==> config.mk <==
export PLATFORM = sky130hd
export DESIGN_NAME = watchdog_timer
export DESIGN_NICKNAME = d
export VERILOG_FILES = /design/src/rtl/wdt_pkg.sv /design/src/rtl/wdt_prescale.sv /design/src/rtl/wdt_clear.sv /design/src/rtl/wdt_post.sv /design/src/rtl/watchdog_timer.sv
export SDC_FILE = /design/constraint.sdc
export NUM_CORES = 1
export LEC_CHECK = 0
export ABC_AREA = 1
export BUFFER_PORTS_ARGS = -buffer_cell sky130_fd_sc_hd__buf_2
export CORE_ASPECT_RATIO = 1.4
export CORE_MARGIN = 3
export CORE_UTILIZATION = 25
export DETAILED_ROUTE_END_ITERATION = 10
export HOLD_SLACK_MARGIN = 0.03
export SLEW_MARGIN = 20
export SYNTH_ARGS = -nofsm -noshare
export SYNTH_HDL_FRONTEND = slang
export SYNTH_SLANG_ARGS = --single-unit
==> constraint.sdc <==
create_clock -name clk -period 1.8 [get_ports clk]
set_clock_uncertainty 0.15 [all_clocks]
set_input_delay 0.27 -clock clk [delete_from_list [all_inputs] [get_ports clk]]
set_output_delay 0.27 -clock clk [all_outputs]
set_load 0.05 [all_outputs]
==> src/rtl/wdt_pkg.sv <==
package wdt_pkg;

    localparam int RANGE_W = 2;

    typedef enum logic [1:0] {
        SRC_NONE     = 2'd0,
        SRC_RC       = 2'd1,
        SRC_INSTR    = 2'd2,
        SRC_NONE_ALT = 2'd3
    } src_sel_e;

    typedef struct packed {
        src_sel_e             src;
        logic [RANGE_W-1:0]   range;
        logic                 dual;
    } wdt_cfg_t;

    // number of prescaler wraps that make up one time-out
    function automatic int unsigned wraps_for_range(input logic [RANGE_W-1:0] r);
        return 32'd1 << (32'(r) + 32'd1);
    endfunction

    function automatic logic pick_tick(input src_sel_e s, input logic rc, input logic ins);
        logic t;
        unique case (s)
            SRC_RC:    t = rc;
            SRC_INSTR: t = ins;
            default:   t = 1'b0;
        endcase
        return t;
    endfunction

endpackage

==> src/rtl/wdt_prescale.sv <==
module wdt_prescale
    import wdt_pkg::*;
#(
    parameter int PRE_BITS = 12
) (
    input  logic     clk,
    input  logic     rst,
    input  src_sel_e src,
    input  logic     rc_tick,
    input  logic     instr_tick,
    output logic     wrap
);
    logic [PRE_BITS-1:0] pre_q;
    logic                tick;

    assign tick = pick_tick(src, rc_tick, instr_tick);
    assign wrap = tick & (&pre_q);

    // free running: only reset touches it, never a software clear
    always_ff @(posedge clk) begin
        if (rst) begin
            pre_q <= '0;
        end else if (tick) begin
            pre_q <= pre_q + 1'b1;
        end
    end
endmodule

==> src/rtl/wdt_clear.sv <==
module wdt_clear (
    input  logic       clk,
    input  logic       rst,
    input  logic       dual,
    input  logic       clr_a,
    input  logic       clr_b,
    output logic       clr_go,
    output logic [1:0] pend
);
    logic pend_a_q, pend_b_q;

    always_comb begin
        if (dual) begin
            clr_go = (clr_a | pend_a_q) & (clr_b | pend_b_q);
        end else begin
            clr_go = clr_a | clr_b;
        end
    end

    always_ff @(posedge clk) begin
        if (rst || !dual || clr_go) begin
            pend_a_q <= 1'b0;
            pend_b_q <= 1'b0;
        end else begin
            pend_a_q <= pend_a_q | clr_a;
            pend_b_q <= pend_b_q | clr_b;
        end
    end

    assign pend = {pend_b_q, pend_a_q};
endmodule

==> src/rtl/wdt_post.sv <==
module wdt_post
    import wdt_pkg::*;
#(
    parameter int POST_W = 4
) (
    input  logic               clk,
    input  logic               rst,
    input  logic               wrap,
    input  logic               clr_go,
    input  logic [RANGE_W-1:0] range,
    output logic               pulse,
    output logic               flag,
    output logic [POST_W-1:0]  cnt
);
    logic [POST_W-1:0] lim;
    logic [POST_W-1:0] cnt_q;
    logic              pulse_q, flag_q;

    assign lim = POST_W'(wraps_for_range(range) - 32'd1);

    always_ff @(posedge clk) begin
        if (rst) begin
            cnt_q   <= '0;
            pulse_q <= 1'b0;
            flag_q  <= 1'b0;
        end else begin
            pulse_q <= 1'b0;
            if (clr_go) begin
                cnt_q <= '0;
            end else if (wrap) begin
                if (cnt_q == lim) begin
                    cnt_q   <= '0;
                    pulse_q <= 1'b1;
                    flag_q  <= 1'b1;
                end else begin
                    cnt_q <= cnt_q + 1'b1;
                end
            end
        end
    end

    assign pulse = pulse_q;
    assign flag  = flag_q;
    assign cnt   = cnt_q;

    // a time-out request lasts one cycle only
    a_r4_one_cycle: assert property (@(posedge clk) disable iff (rst)
        pulse_q |=> !pulse_q);
    // the count restarts when the pulse is issued
    a_r4_restart: assert property (@(posedge clk) disable iff (rst)
        pulse_q |-> cnt_q == '0);
    // the status flag never falls outside reset
    a_r5_sticky: assert property (@(posedge clk) disable iff (rst)
        flag_q |=> flag_q);
endmodule

==> src/rtl/watchdog_timer.sv <==
module watchdog_timer
    import wdt_pkg::*;
#(
    parameter int PRE_BITS = 12
) (
    input  logic       clk,
    input  logic       rst,
    input  logic       rc_tick,
    input  logic       instr_tick,
    input  logic [1:0] cfg_src,
    input  logic [1:0] cfg_range,
    input  logic       cfg_dual,
    input  logic       clr_a,
    input  logic       clr_b,
    output logic       wdt_rst_o,
    output logic       to_flag_o
);
    localparam int POST_W = 1 << RANGE_W;

    wdt_cfg_t          cfg_q;
    logic              wrap;
    logic              clr_go;
    logic [1:0]        pend;
    logic [POST_W-1:0] post_cnt;

    // configuration is captured only while reset is held
    always_ff @(posedge clk) begin
        if (rst) begin
            cfg_q <= '{src: src_sel_e'(cfg_src), range: cfg_range, dual: cfg_dual};
        end
    end

    wdt_prescale #(.PRE_BITS(PRE_BITS)) u_pre (
        .clk        (clk),
        .rst        (rst),
        .src        (cfg_q.src),
        .rc_tick    (rc_tick),
        .instr_tick (instr_tick),
        .wrap       (wrap)
    );

    wdt_clear u_clr (
        .clk    (clk),
        .rst    (rst),
        .dual   (cfg_q.dual),
        .clr_a  (clr_a),
        .clr_b  (clr_b),
        .clr_go (clr_go),
        .pend   (pend)
    );

    wdt_post #(.POST_W(POST_W)) u_post (
        .clk    (clk),
        .rst    (rst),
        .wrap   (wrap),
        .clr_go (clr_go),
        .range  (cfg_q.range),
        .pulse  (wdt_rst_o),
        .flag   (to_flag_o),
        .cnt    (post_cnt)
    );

    // a disabled source never times out
    a_r2_off_quiet: assert property (@(posedge clk) disable iff (rst)
        (cfg_q.src == SRC_NONE || cfg_q.src == SRC_NONE_ALT) |-> !wdt_rst_o);
    // a qualified clear empties the post-counter
    a_r6_clear_zero: assert property (@(posedge clk) disable iff (rst)
        clr_go |=> post_cnt == '0);
    // a lone first strobe in dual mode leaves the count alone
    a_r7_lone_strobe: assert property (@(posedge clk) disable iff (rst)
        (cfg_q.dual && clr_a && !clr_b && !pend[1] && !wrap) |=> post_cnt == $past(post_cnt));
    // a dual-mode clear discards pending strobes
    a_r8_pend_drop: assert property (@(posedge clk) disable iff (rst)
        (cfg_q.dual && clr_go) |=> pend == 2'b00);
    // captured configuration holds outside reset
    a_r11_cfg_hold: assert property (@(posedge clk) disable iff (rst)
        !rst |=> $stable(cfg_q));
endmodule

==> results of run 1 <==
==> synthesized netlist by cell type (all sizes together) <==
library cell  number
a21oi              6
clkinv             1
dfxtp             20
edfxtp             5
ha                 4
inv               32
nand2             50
nand3              9
nand3b             2
nand4              6
nor2              29
nor3               5
o21ai              7
or2                1
xor2               1
==> power groups by stage <==
| stage | Combinational [mW] | Clock, mW | Sequential, mW |
|---|---|---|---|
| 6_report | 0.0878 | 0.322 | 0.595 |
| 5_1_grt | 0.100 | 0.361 | 0.597 |
| 4_1_cts | 0.0795 | 0.336 | 0.596 |
| 3_5_place_dp | 0.0758 | 0 | 0.609 |
| 3_3_place_gp | 0.0736 | 0 | 0.608 |
| 2_1_floorplan | 0.0489 | 0 | 0.606 |
==> routing by layer <==
layer,share of wire (%),up-vias,wire length [µm]
met5,0,-,0
met3,1.5,2,35
li1,-,601,-
met1,44,477,1017
met2,53,8,1244
met4,1.5,0,34
==> critical path: cells and delay by family, from the launching register on <==
family | cells | cell delay, ps
flip-flops | 1 | 400
adder cells (fa/ha/maj) | 1 | 230
buffers and inverters | 3 | 270
AND/OR/NAND/NOR | 6 | 520
==> cells by family after synthesis <==
group,synth area share (%)
and+or+nand+nor,37.94
buffers and inverters,9.630
DFF,42.80
AOI/OAI and AO/OA,5.058
adders and majority gates,3.891
xor gates and xnor gates,0.6811
==> cell type report <==
type,count,area [µm²],share of cell area (%)
tap,64,80.08,5.186
multi-input combinational,120,616.8,39.95
inverter,33,126.4,8.185
timing repair buffer,19,125.1,8.104
sequential,25,550.5,35.66
clock buffer,4,45.04,2.917
==> metrics by stage <==
| step | hold slack, ps | std cells | total power [mW] | setup slack [ps] | util (%) |
|---|---|---|---|---|---|
| after floorplan | 191.5 | 178 | 0.6554 | 220.8 | - |
| after global placement | 299.6 | 255 | 0.6821 | 132.0 | 29.16 |
| after detailed placement | 302.0 | 255 | 0.6845 | 77.86 | 29.16 |
| after CTS | 30.43 | 261 | 1.011 | 61.81 | 30.48 |
| after global routing | 216.2 | 265 | 1.059 | 29.54 | 31.40 |
| final | 204.0 | 265 | 1.006 | 145.4 | 31.40 |
==> sequential cells by signal, summed over array words and instances, names as in the netlist <==
signal / flops
u_post.pulse: 1
u_post.flag: 1
u_pre.pre_q: 12
u_clr.pend_a_q: 1
u_clr.pend_b_q: 1
cfg_q: 5
u_post.cnt: 4
==> repair_timing <==
item,in CTS,in global routing
buffers inserted,0,1
hold buffers,2,3
endpoints found under the hold margin,2,3
setup endpoints to repair,0,3
gates resized for setup,0,3
==> final timing paths <==
path | startpoint | to
min reg2reg | u_post.flag | u_post.flag
max | cfg_q[3] | u_post.cnt[2]
max reg2reg | cfg_q[3] | u_post.cnt[2]
min | clr_a | u_clr.pend_a_q
==> results.ini, run 1 <==
[outcome]
run_status = completed

[place]
dpl_cell_area_um2 = 1434
dp_hpwl_um = 1833
number_of_port_buffers = 12
gpl.final_weighted_congestion = 0.8109

[min_path]
worst_min_delay_path_category = in -> reg
hold-path-cell-count = 4

[synth]
synth_top_area_share_pct = 31.13
main_area_contributors_after_synthesis = dfxtp_1 (31%), nand2_1 (13%), edfxtp_1 (12%)
post_synth_instance_area_um2 = 1286
syn-num-nets = 193
synth.avg_cell_area_um2 = 7.226
yosysTopAreaCell = dfxtp_1
ys_seq_elements = 25
synth_cell_types = 23
sequential_share_of_the_synthesized_area_pct = 42.80
synthCells = 178
synthesis.yosys.warnings = 0

[clock_tree]
ctsHtreeMaxLevel = 1
clkSlewWorstSetupHoldPaths_ps = 80
clkLatencyLatePin_ps = 260
cts-root-to-sink-buffers = 2
cts_num_sinks = 25
cts.root.buffer_cell = clkbuf_8
inserted_clock_buffers = 3
cts_tree = done

[sta]
maxClockFrequency_ghz = 0.6044
setup_total_negative_slack_ps = 0
slew_headroom_pct = 80.16
final-max-slew-violation-count = 0
timing.final.hold_violations = 0
finalCriticalPeriod_ps = 1655
grt_setup_unrepaired = false
final.period_utilization_pct = 91.92
tightestPinTransition_ps = 295.8
final_count_of_negative_setup_slack_endpoints = 0

[global_routing]
pin_count_of_the_biggest_net_entering_global_routing = 14
met3_usage_pct = 0.7472
overflow = 0
met2_usage_pct = 15.65
track_usage_pct = 8.439
antenna_found_initial = 0
grtUsageMet1_pct = 9.385
global_route_wire_length_before_repair_um = 4133
first_global_vias = 1013
grt.busiest_layer = met2

[layout]
layout-drive-gt1-share_pct = 15.92
antenna-diode-count = 0
commonest_cells_after_routing_fill_and_taps_aside = nand2_1 (42), inv_1 (31), nor2_1 (24)
num-nets-final = 217
layout.cell_area.non_filler_um2 = 1544
final_common_cell = nand2_1
final.fill_count = 508
layout-area-overhead-vs-synth_pct = 20.04

[drt]
remaining_drcs = 0
routed_via_density = 4.106
finalWirelength_um = 2331
drt_pass1_iterations = 4
ant_nets = 0
wl_per_cell_um = 8.796
vias = 1088
detailedRoute.firstIterationViolations = 53

[worst_setup_path]
path_cells = inv_1 -> ha_1 -> inv_1 -> nand2_4 -> inv_4 -> nand2_2 -> nor2_2 -> nand2_1 -> nand2_2 -> nor2_1
kind_of_end_point_of_the_critical_path = flop
crit_required_ps = 1820
worst-r2r-cell-count = 10
worst_path_max_delay_cell = edfxtp_1
ff2ff_setup_slack_ps = 150
worstPathMaxFanout = 8
cp_startpoint_kind = flop
timing.critical_path.slowest_cell_delay_ps = 400
criticalPathCategory = reg -> reg
worst_endpoint_data_arrival_time_ps = 1670

[pwr]
power.static_leakage_nw = 0.7055
switching_portion_of_total_power_pct = 22.26
p_comb_share_pct = 8.7
power_frac_clock_pct = 32.1
power.share.sequential_pct = 59.2
power_switching_mw = 0.2239
vdd.ir_drop.worst_uv = 230.3
cellInternalPower_mw = 0.7817
p_per_area_nw_per_um2 = 651.3

[floorplan]
core_area_um2 = 4917
die_area_um2 = 6054
io_pins = 13
start_util_pct = 26.16
die_height_um = 90.87
fp.dieW_um = 66.62
std_cell_rows = 30

[job]
maxCapViolations = 0

Note: power is estimated with default switching activity, not from simulation.
==> run 2, diff against run 1 <==
CORE_ASPECT_RATIO = 0.7   (was 1.4)
==> run 2 against run 1 <==
Effect of this change:
- worst hold slack got worse by 110 ps
- count of clock-buffer cells in the layout fell by 1
- flip-flop and latch count did not move
- first-iteration DRC count rose by 26%
- highest routed layer unchanged
- routed wire length rose by 2.9%
- largest power group unchanged
- global-route usage rose by 0.42 points
- sequential share of layout area fell by 0.058 points
- setup slack improved by 22 ps
- maximum frequency rose by 1.4%
- sequential power barely moved
- via count fell by 2.8%
==> results.ini, run 2 (synthesis gave the netlist of run 1 again) <==
[clock_tree]
cts_num_sinks = 25  ; unchanged
cts_setup_buffers = 0  ; unchanged
inserted_clock_buffers = 3  ; unchanged
ctsHtreeMaxLevel = 1  ; unchanged
cts.root.buffer_cell = clkbuf_8
cts-root-to-sink-buffers = 2  ; unchanged
cts_tree = done
clkLatencyLatePin_ps = 270  ; about the same
clkSlewWorstSetupHoldPaths_ps = 90  ; about the same

[place]
place_ws_ps = 100.5  ; +22.62 ps
gpl.final_weighted_congestion = 0.8203  ; +1.2%
dp_hpwl_um = 1849  ; +0.89%
number_of_port_buffers = 12  ; unchanged

[drt]
finalWirelength_um = 2398  ; +2.9%
vias = 1058  ; -2.8%
remaining_drcs = 0  ; unchanged
ant_nets = 0  ; unchanged
routed_via_density = 3.933  ; -4.2%
drt_pass1_iterations = 4  ; unchanged
detailedRoute.firstIterationViolations = 67  ; +26%
highest_layer = met4
m1_wl_um = 1488  ; +46%
wl_met3_um = 95  ; +170%
met2_wirelength_um = 800  ; -36%
wl_per_cell_um = 8.914  ; +1.3%

[global_routing]
pin_count_of_the_biggest_net_entering_global_routing = 16  ; +2
global_route_wire_length_before_repair_um = 4298  ; +4.0%
overflow = 0  ; unchanged
first_global_vias = 980  ; -3.3%
antenna_found_initial = 0  ; unchanged
track_usage_pct = 8.863  ; +0.42 points

[floorplan]
die_height_um = 66.01  ; -27%
std_cell_rows = 21  ; -30%
fp.dieW_um = 91.73  ; +38%
die_area_um2 = 6055  ; about the same
start_util_pct = 26.46  ; +0.30 points
core_area_um2 = 4861  ; -1.1%
io_pins = 13  ; unchanged

[layout]
layout-drive-gt1-share_pct = 16.50  ; +0.58 points
commonest_cells_after_routing_fill_and_taps_aside = nand2_1 (41), inv_1 (31), nor2_1 (24)
largest_register_ff_count = 12  ; unchanged
num-nets-final = 216  ; -0.46%
layout-area-overhead-vs-synth_pct = 20.23
final_common_cell = nand2_1
top_register = u_pre.pre_q
antenna-diode-count = 0  ; unchanged

[min_path]
worst_min_delay_path_category = in -> reg

[sta]
finalCriticalPeriod_ps = 1632  ; -22.22 ps
slew_headroom_pct = 80.34  ; +0.18 points
final-max-slew-violation-count = 0  ; unchanged
maxClockFrequency_ghz = 0.6126  ; +1.4%
final.setup.worst_slack_ps = 167.7  ; +22.22 ps
final_count_of_negative_setup_slack_endpoints = 0  ; unchanged
setup_total_negative_slack_ps = 0  ; unchanged
final.period_utilization_pct = 90.69  ; -1.2 points
timing.final.hold_violations = 0  ; unchanged
worst_hold_slack_ps = 95.21  ; -108.7 ps
grt_setup_unrepaired = false
tightestPinTransition_ps = 293.1  ; -2.699 ps

[worst_setup_path]
kind_of_end_point_of_the_critical_path = flop
path_common_cell = nand2_2
worstPathMaxFanout = 9  ; +1
worst_endpoint_data_arrival_time_ps = 1660  ; about the same
path_delay_family = simple AND/OR/NAND/NOR gates
crit_required_ps = 1830  ; about the same
criticalPathCategory = reg -> reg
path_buf_inv = 3  ; unchanged
timing.critical_path.slowest_cell_delay_ps = 400  ; about the same
cp_startpoint_kind = flop
path_cells = inv_1 -> ha_1 -> inv_1 -> nand2_4 -> inv_2 -> nand2_2 -> nor2_2 -> nand2_2 -> nand2_2 -> nor2_1
worst_path_max_delay_cell = edfxtp_1

[pwr]
vdd.ir_drop.worst_uv = 305.1  ; +32%
power.static_leakage_nw = 0.7015  ; -0.57%
p_per_area_nw_per_um2 = 662.1  ; +1.7%

[outcome]
run_status = completed

[job]
maxCapViolations = 0  ; unchanged

-- run 2: layout make-up --
type,count,area [µm²]
well taps,69,86.33
clock buffers,3,41.29
fillers,521,3314
multi-input cells,120,619.3
flip-flops and latches,25,550.5
repair buffers,18,117.6
clock inverters,1,7.507
inverters,33,123.9
-- run 2: per-stage QoR --
| step | cells | power [mW] | utilization, % | instance area, µm² |
|---|---|---|---|---|
| 6_report | 269 | 1.024 | 31.81 | 1546 |
| 5_1_grt | 269 | 1.084 | 31.81 | 1546 |
| 4_1_cts | 269 | 1.043 | 31.66 | 1539 |
| 3_5_place_dp | 260 | 0.6836 | 29.63 | 1440 |
| 3_3_place_gp | 260 | 0.6829 | 29.63 | 1440 |
| 2_1_floorplan | 178 | 0.6554 | - | 1286 |
-- run 2: worst reg2reg max path, delay by kind of cell, from the launching register on --
kind,cells,cell delay (ps)
adder cells (fa/ha/maj),1,220
AND/OR/NAND/NOR,6,500
flip-flops,1,400
buffers and inverters,3,280
-- run 2: power by group --
part	switching, mW	total [mW]	internal (mW)
sequential	0.00862	0.595	0.587
combinational	0.0489	0.0832	0.0343
clock	0.189	0.346	0.157
-- run 2: layer usage --
layer	global-route usage (%)	up-vias
li1	-	596
met1	13.34	444
met2	11.92	14
met3	3.185	4
met4	1.667	0
met5	0	-
-- run 2: worst paths after layout --
check | start | cells after the start | endpoint | slack (ps)
min reg2reg | u_post.flag | 2 | u_post.flag | 310
min | rst | 1 | cfg_q[0] | 100
max reg2reg | cfg_q[3] | 10 | u_post.cnt[2] | 170
max | cfg_q[3] | 10 | u_post.cnt[2] | 170
-- run 2: what timing repair did --
action | 4_1_cts | 5_1_grt
setup endpoints to repair | 0 | 5
hold buffers | 5 | 0
resized for setup | 0 | 3
endpoints found under the hold margin | 5 | 0
